[src/rtl/adc_cmd_pkg.sv]
package adc_cmd_pkg;

  typedef enum logic [2:0] {
    SEL_CFG   = 3'd0,
    SEL_ISTS  = 3'd1,
    SEL_IMASK = 3'd2,
    SEL_STAT  = 3'd3,
    SEL_CMD   = 3'd4,
    SEL_RDBK  = 3'd5,
    SEL_CTRL  = 3'd6,
    SEL_NONE  = 3'd7
  } reg_sel_e;

  localparam logic [3:0] OP_NOP   = 4'd0;
  localparam logic [3:0] OP_READ  = 4'd1;
  localparam logic [3:0] OP_WRITE = 4'd2;

  localparam int OP_LSB    = 26;
  localparam int RADDR_LSB = 16;
  localparam int RADDR_W   = 10;
  localparam int CDATA_W   = 16;

  localparam logic [31:0] CFG_RESET  = 32'h0000_1114;
  localparam logic [31:0] CTRL_RESET = 32'h0000_0010;
  localparam logic [31:0] CTRL_KEEP  = 32'h00FF_FEFF;
  localparam int          CHRST_BIT  = 4;
  localparam int          THR_LSB    = 16;
  localparam int          THR_W      = 4;

  localparam int ISTS_W     = 10;
  localparam int ISTS_BELOW = 9;
  localparam int ISTS_ABOVE = 8;

endpackage

[src/rtl/adc_regfile.sv]
module adc_regfile #(
  parameter int NUM = 128,
  parameter int DW  = 16,
  localparam int IW = $clog2(NUM)
) (
  input  logic          clk,
  input  logic          rst_n,
  input  logic          we,
  input  logic [IW-1:0] waddr,
  input  logic [DW-1:0] wdata,
  input  logic [IW-1:0] raddr,
  output logic [DW-1:0] rdata
);

  logic [DW-1:0] mem_q [NUM];

  for (genvar g = 0; g < NUM; g++) begin : g_entry
    logic hit;
    assign hit = we && (waddr == IW'(g));
    always_ff @(posedge clk or negedge rst_n) begin
      if (!rst_n)   mem_q[g] <= '0;
      else if (hit) mem_q[g] <= wdata;
    end
  end

  assign rdata = mem_q[raddr];

  // a write is visible on the read port at the same address next cycle
  p_write_lands_r4: assert property (@(posedge clk) disable iff (!rst_n)
    we && (raddr == waddr) |=> $stable(raddr) -> (rdata == $past(wdata)));

endmodule

[src/rtl/adc_result_fifo.sv]
module adc_result_fifo #(
  parameter int DEPTH = 15,
  parameter int DW    = 16,
  localparam int CW   = $clog2(DEPTH + 1)
) (
  input  logic          clk,
  input  logic          rst_n,
  input  logic          push,
  input  logic [DW-1:0] push_val,
  input  logic          pop,
  output logic [DW-1:0] head,
  output logic [CW-1:0] count,
  output logic [CW-1:0] count_nxt,
  output logic          full,
  output logic          empty
);

  logic [DW-1:0] slot_q [DEPTH];
  logic [DW-1:0] slot_d [DEPTH];
  logic [CW-1:0] cnt_q, cnt_d;
  logic [DW-1:0] held_q, held_d;

  always_comb begin
    slot_d = slot_q;
    cnt_d  = cnt_q;
    held_d = held_q;
    if (push) begin
      if (cnt_q < CW'(DEPTH)) begin
        slot_d[cnt_q] = held_q;
        cnt_d         = cnt_q + CW'(1);
      end
      held_d = push_val;
    end else if (pop) begin
      for (int i = 0; i < DEPTH - 1; i++) slot_d[i] = slot_q[i+1];
      slot_d[DEPTH-1] = '0;
      if (cnt_q != '0) cnt_d = cnt_q - CW'(1);
    end
  end

  always_ff @(posedge clk or negedge rst_n) begin
    if (!rst_n) begin
      for (int i = 0; i < DEPTH; i++) slot_q[i] <= '0;
      cnt_q  <= '0;
      held_q <= '0;
    end else begin
      slot_q <= slot_d;
      cnt_q  <= cnt_d;
      held_q <= held_d;
    end
  end

  assign head      = slot_q[0];
  assign count     = cnt_q;
  assign count_nxt = cnt_d;
  assign full      = (cnt_q == CW'(DEPTH));
  assign empty     = (cnt_q == '0);

  p_cnt_bound_r6: assert property (@(posedge clk) disable iff (!rst_n)
    cnt_q <= CW'(DEPTH));

  p_full_drop_r6: assert property (@(posedge clk) disable iff (!rst_n)
    push && (cnt_q == CW'(DEPTH)) |=> (cnt_q == CW'(DEPTH)) && (held_q == $past(push_val)));

  p_empty_pop_r7: assert property (@(posedge clk) disable iff (!rst_n)
    pop && !push && (cnt_q == '0) |=> (cnt_q == '0));

  p_empty_head_r7: assert property (@(posedge clk) disable iff (!rst_n)
    (cnt_q == '0) |-> (slot_q[0] == '0));

endmodule

[src/rtl/adc_irq_ctrl.sv]
module adc_irq_ctrl
  import adc_cmd_pkg::*;
#(
  parameter int SW = ISTS_W
) (
  input  logic          clk,
  input  logic          rst_n,
  input  logic          update,
  input  logic          above_thr,
  input  logic          sts_clr_we,
  input  logic          mask_we,
  input  logic [SW-1:0] wbits,
  output logic [SW-1:0] sts,
  output logic [SW-1:0] mask,
  output logic          irq
);

  logic [SW-1:0] sts_q, sts_d, mask_q, mask_d;
  logic          irq_q, irq_d;

  always_comb begin
    sts_d  = sts_q;
    mask_d = mask_q;
    if (sts_clr_we) sts_d = sts_d & ~wbits;
    if (update) begin
      sts_d[ISTS_BELOW] = 1'b1;
      if (above_thr) sts_d[ISTS_ABOVE] = 1'b1;
    end
    if (mask_we) mask_d = wbits;
    irq_d = |(sts_d & ~mask_d);
  end

  always_ff @(posedge clk or negedge rst_n) begin
    if (!rst_n) begin
      sts_q  <= SW'(1) << ISTS_BELOW;
      mask_q <= '1;
      irq_q  <= 1'b0;
    end else begin
      sts_q  <= sts_d;
      mask_q <= mask_d;
      irq_q  <= irq_d;
    end
  end

  assign sts  = sts_q;
  assign mask = mask_q;
  assign irq  = irq_q;

  p_irq_level_r10: assert property (@(posedge clk) disable iff (!rst_n)
    irq_q == |(sts_q & ~mask_q));

  p_update_sets_r9: assert property (@(posedge clk) disable iff (!rst_n)
    update |=> sts_q[ISTS_BELOW]);

  p_sticky_r9: assert property (@(posedge clk) disable iff (!rst_n)
    sts_q[ISTS_ABOVE] && !sts_clr_we |=> sts_q[ISTS_ABOVE]);

endmodule

[src/rtl/adc_cmd_ctrl.sv]
module adc_cmd_ctrl
  import adc_cmd_pkg::*;
#(
  parameter int NUM_REGS  = 128,
  parameter int RES_DEPTH = 15,
  parameter int RF_DW     = 16
) (
  input  logic        clk,
  input  logic        rst_n,
  input  logic        bus_req,
  input  logic        bus_we,
  input  logic [4:0]  bus_addr,
  input  logic [31:0] bus_wdata,
  output logic [31:0] bus_rdata,
  output logic        irq_o
);

  localparam int IW = $clog2(NUM_REGS);
  localparam int CW = $clog2(RES_DEPTH + 1);

  reg_sel_e sel;
  logic     aligned, rd_ok, wr_ok;

  assign sel     = reg_sel_e'(bus_addr[4:2]);
  assign aligned = (bus_addr[1:0] == 2'b00);

  always_comb begin
    rd_ok = 1'b0;
    wr_ok = 1'b0;
    if (bus_req && aligned) begin
      unique case (sel)
        SEL_CFG, SEL_ISTS, SEL_IMASK, SEL_CTRL: begin
          rd_ok = !bus_we;
          wr_ok = bus_we;
        end
        SEL_STAT, SEL_RDBK: rd_ok = !bus_we;
        SEL_CMD:            wr_ok = bus_we;
        default: ;
      endcase
    end
  end

  // Command parsing
  logic [3:0]         cmd_op;
  logic [RADDR_W-1:0] cmd_addr;
  logic [CDATA_W-1:0] cmd_data;
  logic               cmd_fire, in_range, cmd_accept, rf_we, pop;
  logic [RF_DW-1:0]   rf_rdata, new_held;
  logic [31:0]        cfg_q, cfg_d, ctrl_q, ctrl_d;

  assign cmd_op   = bus_wdata[OP_LSB +: 4];
  assign cmd_addr = bus_wdata[RADDR_LSB +: RADDR_W];
  assign cmd_data = bus_wdata[0 +: CDATA_W];

  assign cmd_fire   = wr_ok && (sel == SEL_CMD) && !ctrl_q[CHRST_BIT];
  assign in_range   = ({1'b0, cmd_addr} < (RADDR_W + 1)'(NUM_REGS));
  assign cmd_accept = cmd_fire &&
                      ((cmd_op == OP_NOP) ||
                       (((cmd_op == OP_READ) || (cmd_op == OP_WRITE)) && in_range));
  assign rf_we      = cmd_fire && (cmd_op == OP_WRITE) && in_range;
  assign new_held   = (cmd_op == OP_READ) ? rf_rdata : '0;
  assign pop        = rd_ok && (sel == SEL_RDBK);

  adc_regfile #(.NUM(NUM_REGS), .DW(RF_DW)) u_rf (
    .clk   (clk),
    .rst_n (rst_n),
    .we    (rf_we),
    .waddr (cmd_addr[IW-1:0]),
    .wdata (cmd_data[RF_DW-1:0]),
    .raddr (cmd_addr[IW-1:0]),
    .rdata (rf_rdata)
  );

  logic [RF_DW-1:0] fifo_head;
  logic [CW-1:0]    fifo_cnt, fifo_cnt_nxt;
  logic             fifo_full, fifo_empty;

  adc_result_fifo #(.DEPTH(RES_DEPTH), .DW(RF_DW)) u_fifo (
    .clk       (clk),
    .rst_n     (rst_n),
    .push      (cmd_accept),
    .push_val  (new_held),
    .pop       (pop),
    .head      (fifo_head),
    .count     (fifo_cnt),
    .count_nxt (fifo_cnt_nxt),
    .full      (fifo_full),
    .empty     (fifo_empty)
  );

  // Configuration and control registers
  always_comb begin
    cfg_d  = cfg_q;
    ctrl_d = ctrl_q;
    if (wr_ok && (sel == SEL_CFG))  cfg_d  = bus_wdata;
    if (wr_ok && (sel == SEL_CTRL)) ctrl_d = bus_wdata & CTRL_KEEP;
  end

  always_ff @(posedge clk or negedge rst_n) begin
    if (!rst_n) begin
      cfg_q  <= CFG_RESET;
      ctrl_q <= CTRL_RESET;
    end else begin
      cfg_q  <= cfg_d;
      ctrl_q <= ctrl_d;
    end
  end

  // Interrupts
  logic              above_thr;
  logic [ISTS_W-1:0] sts, mask;

  assign above_thr = (32'(fifo_cnt_nxt) > 32'(cfg_d[THR_LSB +: THR_W]));

  adc_irq_ctrl #(.SW(ISTS_W)) u_irq (
    .clk        (clk),
    .rst_n      (rst_n),
    .update     (wr_ok || pop),
    .above_thr  (above_thr),
    .sts_clr_we (wr_ok && (sel == SEL_ISTS)),
    .mask_we    (wr_ok && (sel == SEL_IMASK)),
    .wbits      (bus_wdata[ISTS_W-1:0]),
    .sts        (sts),
    .mask       (mask),
    .irq        (irq_o)
  );

  // Read mux
  logic [31:0] stat_word;
  assign stat_word = {16'b0, 4'(fifo_cnt), 1'b0, 1'b1, fifo_full, fifo_empty, 8'b0};

  always_comb begin
    bus_rdata = '0;
    if (rd_ok) begin
      unique case (sel)
        SEL_CFG:   bus_rdata = cfg_q;
        SEL_ISTS:  bus_rdata = 32'(sts);
        SEL_IMASK: bus_rdata = 32'(mask);
        SEL_STAT:  bus_rdata = stat_word;
        SEL_RDBK:  bus_rdata = 32'(fifo_head);
        SEL_CTRL:  bus_rdata = ctrl_q;
        default:   bus_rdata = '0;
      endcase
    end
  end

  p_chrst_drop_r11: assert property (@(posedge clk) disable iff (!rst_n)
    bus_req && bus_we && aligned && (sel == SEL_CMD) && ctrl_q[CHRST_BIT]
      |=> $stable(fifo_cnt) && $stable(fifo_head));

  p_ctrl_clear_bits_r11: assert property (@(posedge clk) disable iff (!rst_n)
    !ctrl_q[8] && (ctrl_q[31:24] == 8'h00));

  p_bad_access_r2: assert property (@(posedge clk) disable iff (!rst_n)
    bus_req && !rd_ok |-> (bus_rdata == 32'h0));

endmodule

[config.mk]
export PLATFORM = sky130hd
export DESIGN_NAME = adc_cmd_ctrl
export DESIGN_NICKNAME = d
export VERILOG_FILES = /design/src/rtl/adc_cmd_pkg.sv /design/src/rtl/adc_regfile.sv /design/src/rtl/adc_result_fifo.sv /design/src/rtl/adc_irq_ctrl.sv /design/src/rtl/adc_cmd_ctrl.sv
export SDC_FILE = /design/constraint.sdc
export NUM_CORES = 2
export LEC_CHECK = 0
export BUFFER_PORTS_ARGS = -buffer_cell sky130_fd_sc_hd__buf_2
export CAP_MARGIN = 20
export CORE_MARGIN = 10
export CORE_UTILIZATION = 58
export CTS_CLUSTER_SIZE = 40
export DETAILED_ROUTE_END_ITERATION = 10
export GPL_ROUTABILITY_DRIVEN = 0
export PLACE_DENSITY = 0.77
export SLEW_MARGIN = 10
export SYNTH_ARGS = -nofsm -noshare
export SYNTH_HDL_FRONTEND = slang
export SYNTH_SLANG_ARGS = --single-unit
export TNS_END_PERCENT = 100
[constraint.sdc]
create_clock -name clk -period 3.15 [get_ports clk]
set_clock_uncertainty 0.1 [all_clocks]
set_input_delay 0.1575 -clock clk [delete_from_list [all_inputs] [get_ports clk]]
set_output_delay 0.1575 -clock clk [all_outputs]
set_load 0.01 [all_outputs]
==> run_results.csv <==
group,metric,value,unit
clock_tree,ctsHtreeMaxLevel,4,
pwr,switching_power,15.42,mW
pwr,internal_power,49.69,mW
route,detailroute.via_count,70990,
logic_synthesis,combined_area_of_all_synthesized_cells,0.1095,mm2
clock_tree,total_clock_buffers_created_by_cts,232,
clock_tree,clock_tree_from_tritoncts,"built",
pwr,sequentialPowerShare,48.3,%
setup_path,cp.required,3810,ps
timing,finalWorstPathRequiredPeriod,3076,ps
floorplan,placeableCoreArea,0.1878,mm2
logic_synthesis,synth.ff_latch_count,2384,
logic_synthesis,synth_area_leader,"sky130_fd_sc_hd__dfrtp_1",
floorplan,num_rows,159,
logic_synthesis,post_synthesis_area_per_instance,14.31,um2
pwr,pwr_density_cell,519.9,mW/mm2
setup_path,cp.arrival,3730,ps
route,drt-vias-per-instance,6.726,
route,route.antenna.remaining_nets,0,
timing,post-route-period-util,97.66,%
layout,area_delta_synth_final,14.37,%
setup_path,crit_fanout,89,
clock_tree,clk-insertion-delay-late,880,ps
floorplan,fp.dieArea,0.2066,mm2
logic_synthesis,synth_cell_type_count,73,
timing,report.final.slew_viol_count,0,
flow_run,max_cap_viols,0,
logic_synthesis,post_synth_edffs,0,
place,detailedPlacementHpwl,199500,um
setup_path,criticalPathCategory,"flip-flop to flip-flop",
timing,setup_viol,0,
clock_tree,clock_tree.root_cell,"sky130_fd_sc_hd__clkbuf_16",
route,post-route-drc-count,0,
timing,worst_slack,73.77,ps
pwr,p_sw_share,23.68,%
timing,relSlewSlack,29.66,%
logic_synthesis,gate_count_of_the_mapped_netlist,7652,
logic_synthesis,synth.yosys.seq_area_share,54.50,%
global_routing,grt_pass1_wl,477000,um
clock_tree,clk_pin_slew_worst_paths,70,ps
pwr,power.leakage,61.11,nW
route,route.final.wire_length,314000,um
logic_synthesis,yosysTopAreaCellShare,54.11,%
logic_synthesis,netlist_top_cells_area,"sky130_fd_sc_hd__dfrtp_1 (54%), sky130_fd_sc_hd__mux2_2 (21%), sky130_fd_sc_hd__mux4_2 (7.4%)",
route,initialDrtViolationCount,7118,
run_status,outcome,"finished clean",
place,dpl_worst_slack,-111.2,ps
layout,nFillCells,12790,
timing,max_freq,325.1,MHz
timing,number_of_endpoints_with_negative_hold_slack_in_the_final_report,0,
logic_synthesis,synth.net_count,7701,
place,placement.io_buffers,73,
logic_synthesis,synth_ff_type,"sky130_fd_sc_hd__dfrtp_1",
pwr,power.combinational.fraction,6.4,%
floorplan,initial_core_util,58.31,%
logic_synthesis,synth-async-reset-ratio,100.0,%
floorplan,die_boundary_width,454.5,um
floorplan,die-height,454.5,um
route,first_pass_drt_iterations,8,
layout,drive_above_1_share,44.94,%
global_routing,grt_max_degree,145,
hold_path,tightest_hold_check_type,"input pin to flip-flop",
route,detail_route.wl_per_cell,29.75,um
timing,setup_tns,0,ps
clock_tree,cts.path.max_buffers,3,
layout,fin_nets,7897,
pwr,largest_voltage_drop_on_the_vdd_net,0.0005978,V
clock_tree,cts_num_sinks,2384,
layout,final_common_cell,"sky130_fd_sc_hd__dfrtp_1",
logic_synthesis,yosys_warnings,0,
setup_path,setup.worst_path.end_class,"flip-flop",
floorplan,floorplan.io_pins,74,
global_routing,globalRouteTotalUtil,30.32,%
global_routing,antenna_found_initial,11,
global_routing,number_of_global_route_vias_before_repair,74240,
layout,mostFrequentLayoutCells,"sky130_fd_sc_hd__dfrtp_1 (2368), sky130_fd_sc_hd__mux2_2 (2058), sky130_fd_sc_hd__buf_4 (413), sky130_fd_sc_hd__mux2i_1 (358), sky130_fd_sc_hd__mux4_2 (358)",
global_routing,gr-total-overflow,0,
timing,tightest_slew,1055,ps
setup_path,timing.critical_path.from_type,"flip-flop",
pwr,p_clk_share,45.2,%
## final cells by class
type                    count  area (um2)  area share (%)
clock buffers             328        6718           5.364
well taps                2495        3122           2.493
diodes                     11       27.53         0.02198
multi-input cells        4521       46640           37.24
flip-flops and latches   2384       59680           47.65
inverters                  10       37.54         0.02997
clock inverters           107        1459           1.165
repair buffers            699        7564           6.039
## cells in the mapped netlist (all sizes together), types with 3 or more instances
| cell type | instances |
|---|---|
| ha | 8 |
| nand3 | 87 |
| a22oi | 309 |
| nand2 | 280 |
| o2bb2ai | 97 |
| dfrtp | 2368 |
| dfstp | 16 |
| a31oi | 21 |
| mux4 | 358 |
| o2111a | 3 |
| nor2b | 35 |
| nand2b | 31 |
| or3 | 3 |
| and2 | 15 |
| mux2 | 2130 |
| o2111ai | 3 |
| nor3 | 17 |
| buf | 276 |
| clkbuf | 461 |
| o22ai | 127 |
| a311oi | 6 |
| nor4 | 6 |
| o211a | 3 |
| mux2i | 359 |
| a221oi | 14 |
| a221o | 3 |
| a21boi | 11 |
| a2111oi | 15 |
| and3 | 27 |
| o211ai | 10 |
| a32oi | 8 |
| inv | 10 |
| a2bb2oi | 113 |
| a22o | 6 |
| nand4 | 34 |
| or2 | 6 |
| o21ai | 51 |
| nor2 | 154 |
| a211oi | 36 |
| a21oi | 107 |
| o21a | 5 |
## per-layer routing
metal  part of all wire (%)  up-vias  global-route usage, %
li1                       -    28950                      -
met3                    8.7      906                  7.285
met5                  0.042        -                 0.1399
met2                     46     3210                  46.85
met1                     40    37920                  40.58
met4                    5.4       16                  14.49
## cell families after synthesis
group | count (synthesis) | share of synthesized area (%)
multiplexers | 2847 | 32.55
flip-flops | 2384 | 54.50
AO/OA/AOI/OAI | 957 | 6.370
buffers and inverters | 747 | 3.062
AND/OR/NAND/NOR | 706 | 3.406
adder cells (fa/ha/maj) | 9 | 0.1006
XOR/XNOR | 2 | 0.01600
## power groups by stage
stage	clock network, mW	registers (mW)	logic (mW)
2_1_floorplan	0	31.9	2.07
3_3_place_gp	0	32.0	3.98
3_5_place_dp	0	32.0	4.08
4_1_cts	29.7	31.5	4.15
5_1_grt	31.0	31.5	4.46
6_report	29.5	31.5	4.18
## registers in the layout, indices dropped and copies added (netlist names), 10 cells and up
signal	count
u_fifo.held_q	16
u_irq.mask	10
u_fifo.head	16
ctrl_q	23
u_irq.sts	10
u_fifo.slot_q	224
u_rf.mem_q	2048
cfg_q	32
## per-stage QoR
step           utilization (%)  instance area [um2]  instances  hold slack, ps  power, mW
2_1_floorplan                -               109600       7652          -238.1      33.95
6_report                 66.69               125200      10560           41.35      65.11
4_1_cts                  66.64               125100      10540          0.7527      65.29
3_5_place_dp             62.01               116500      10060           59.30      36.08
5_1_grt                  66.68               125200      10550           46.70      66.98
3_3_place_gp             62.01               116500      10060           50.11      35.97
## timing repair
| item | 4_1_cts | 5_1_grt |
|---|---|---|
| pin swaps | 1 | 4 |
| endpoints found under the setup margin | 13 | 32 |
| hold endpoints to repair | 3140 | 0 |
| setup buffers | 0 | 1 |
| resized for setup | 5 | 10 |
| hold buffers | 48 | 0 |
## worst max-delay path, cell delays in order (launching register included)
cell                        delay (ps)
sky130_fd_sc_hd__dfstp_2           390
sky130_fd_sc_hd__nor4_4            190
sky130_fd_sc_hd__and3_4            280
sky130_fd_sc_hd__buf_4             110
sky130_fd_sc_hd__and2_4            170
sky130_fd_sc_hd__buf_4             420
sky130_fd_sc_hd__buf_12            380
sky130_fd_sc_hd__and3_2            420
sky130_fd_sc_hd__nor2_1             90
sky130_fd_sc_hd__buf_4             190
sky130_fd_sc_hd__o2bb2ai_1         140
## path summary, 6_finish.rpt
path                       cells past startpoint     startpoint  slack, ps                  to
max in group asynchronous                      3          rst_n       2000    u_rf.mem_q[1930]
setup / recovery                              10      ctrl_q[4]         70  u_fifo.slot_q[202]
setup reg to reg                              10      ctrl_q[4]         70  u_fifo.slot_q[202]
hold reg to reg                                2  u_irq.mask[0]        370       u_irq.mask[0]
min in group asynchronous                      3          rst_n         50           cfg_q[19]
hold / removal                                 2  bus_wdata[13]         40    u_rf.mem_q[2013]
No activity file was read; power rests on OpenSTA's default activity.
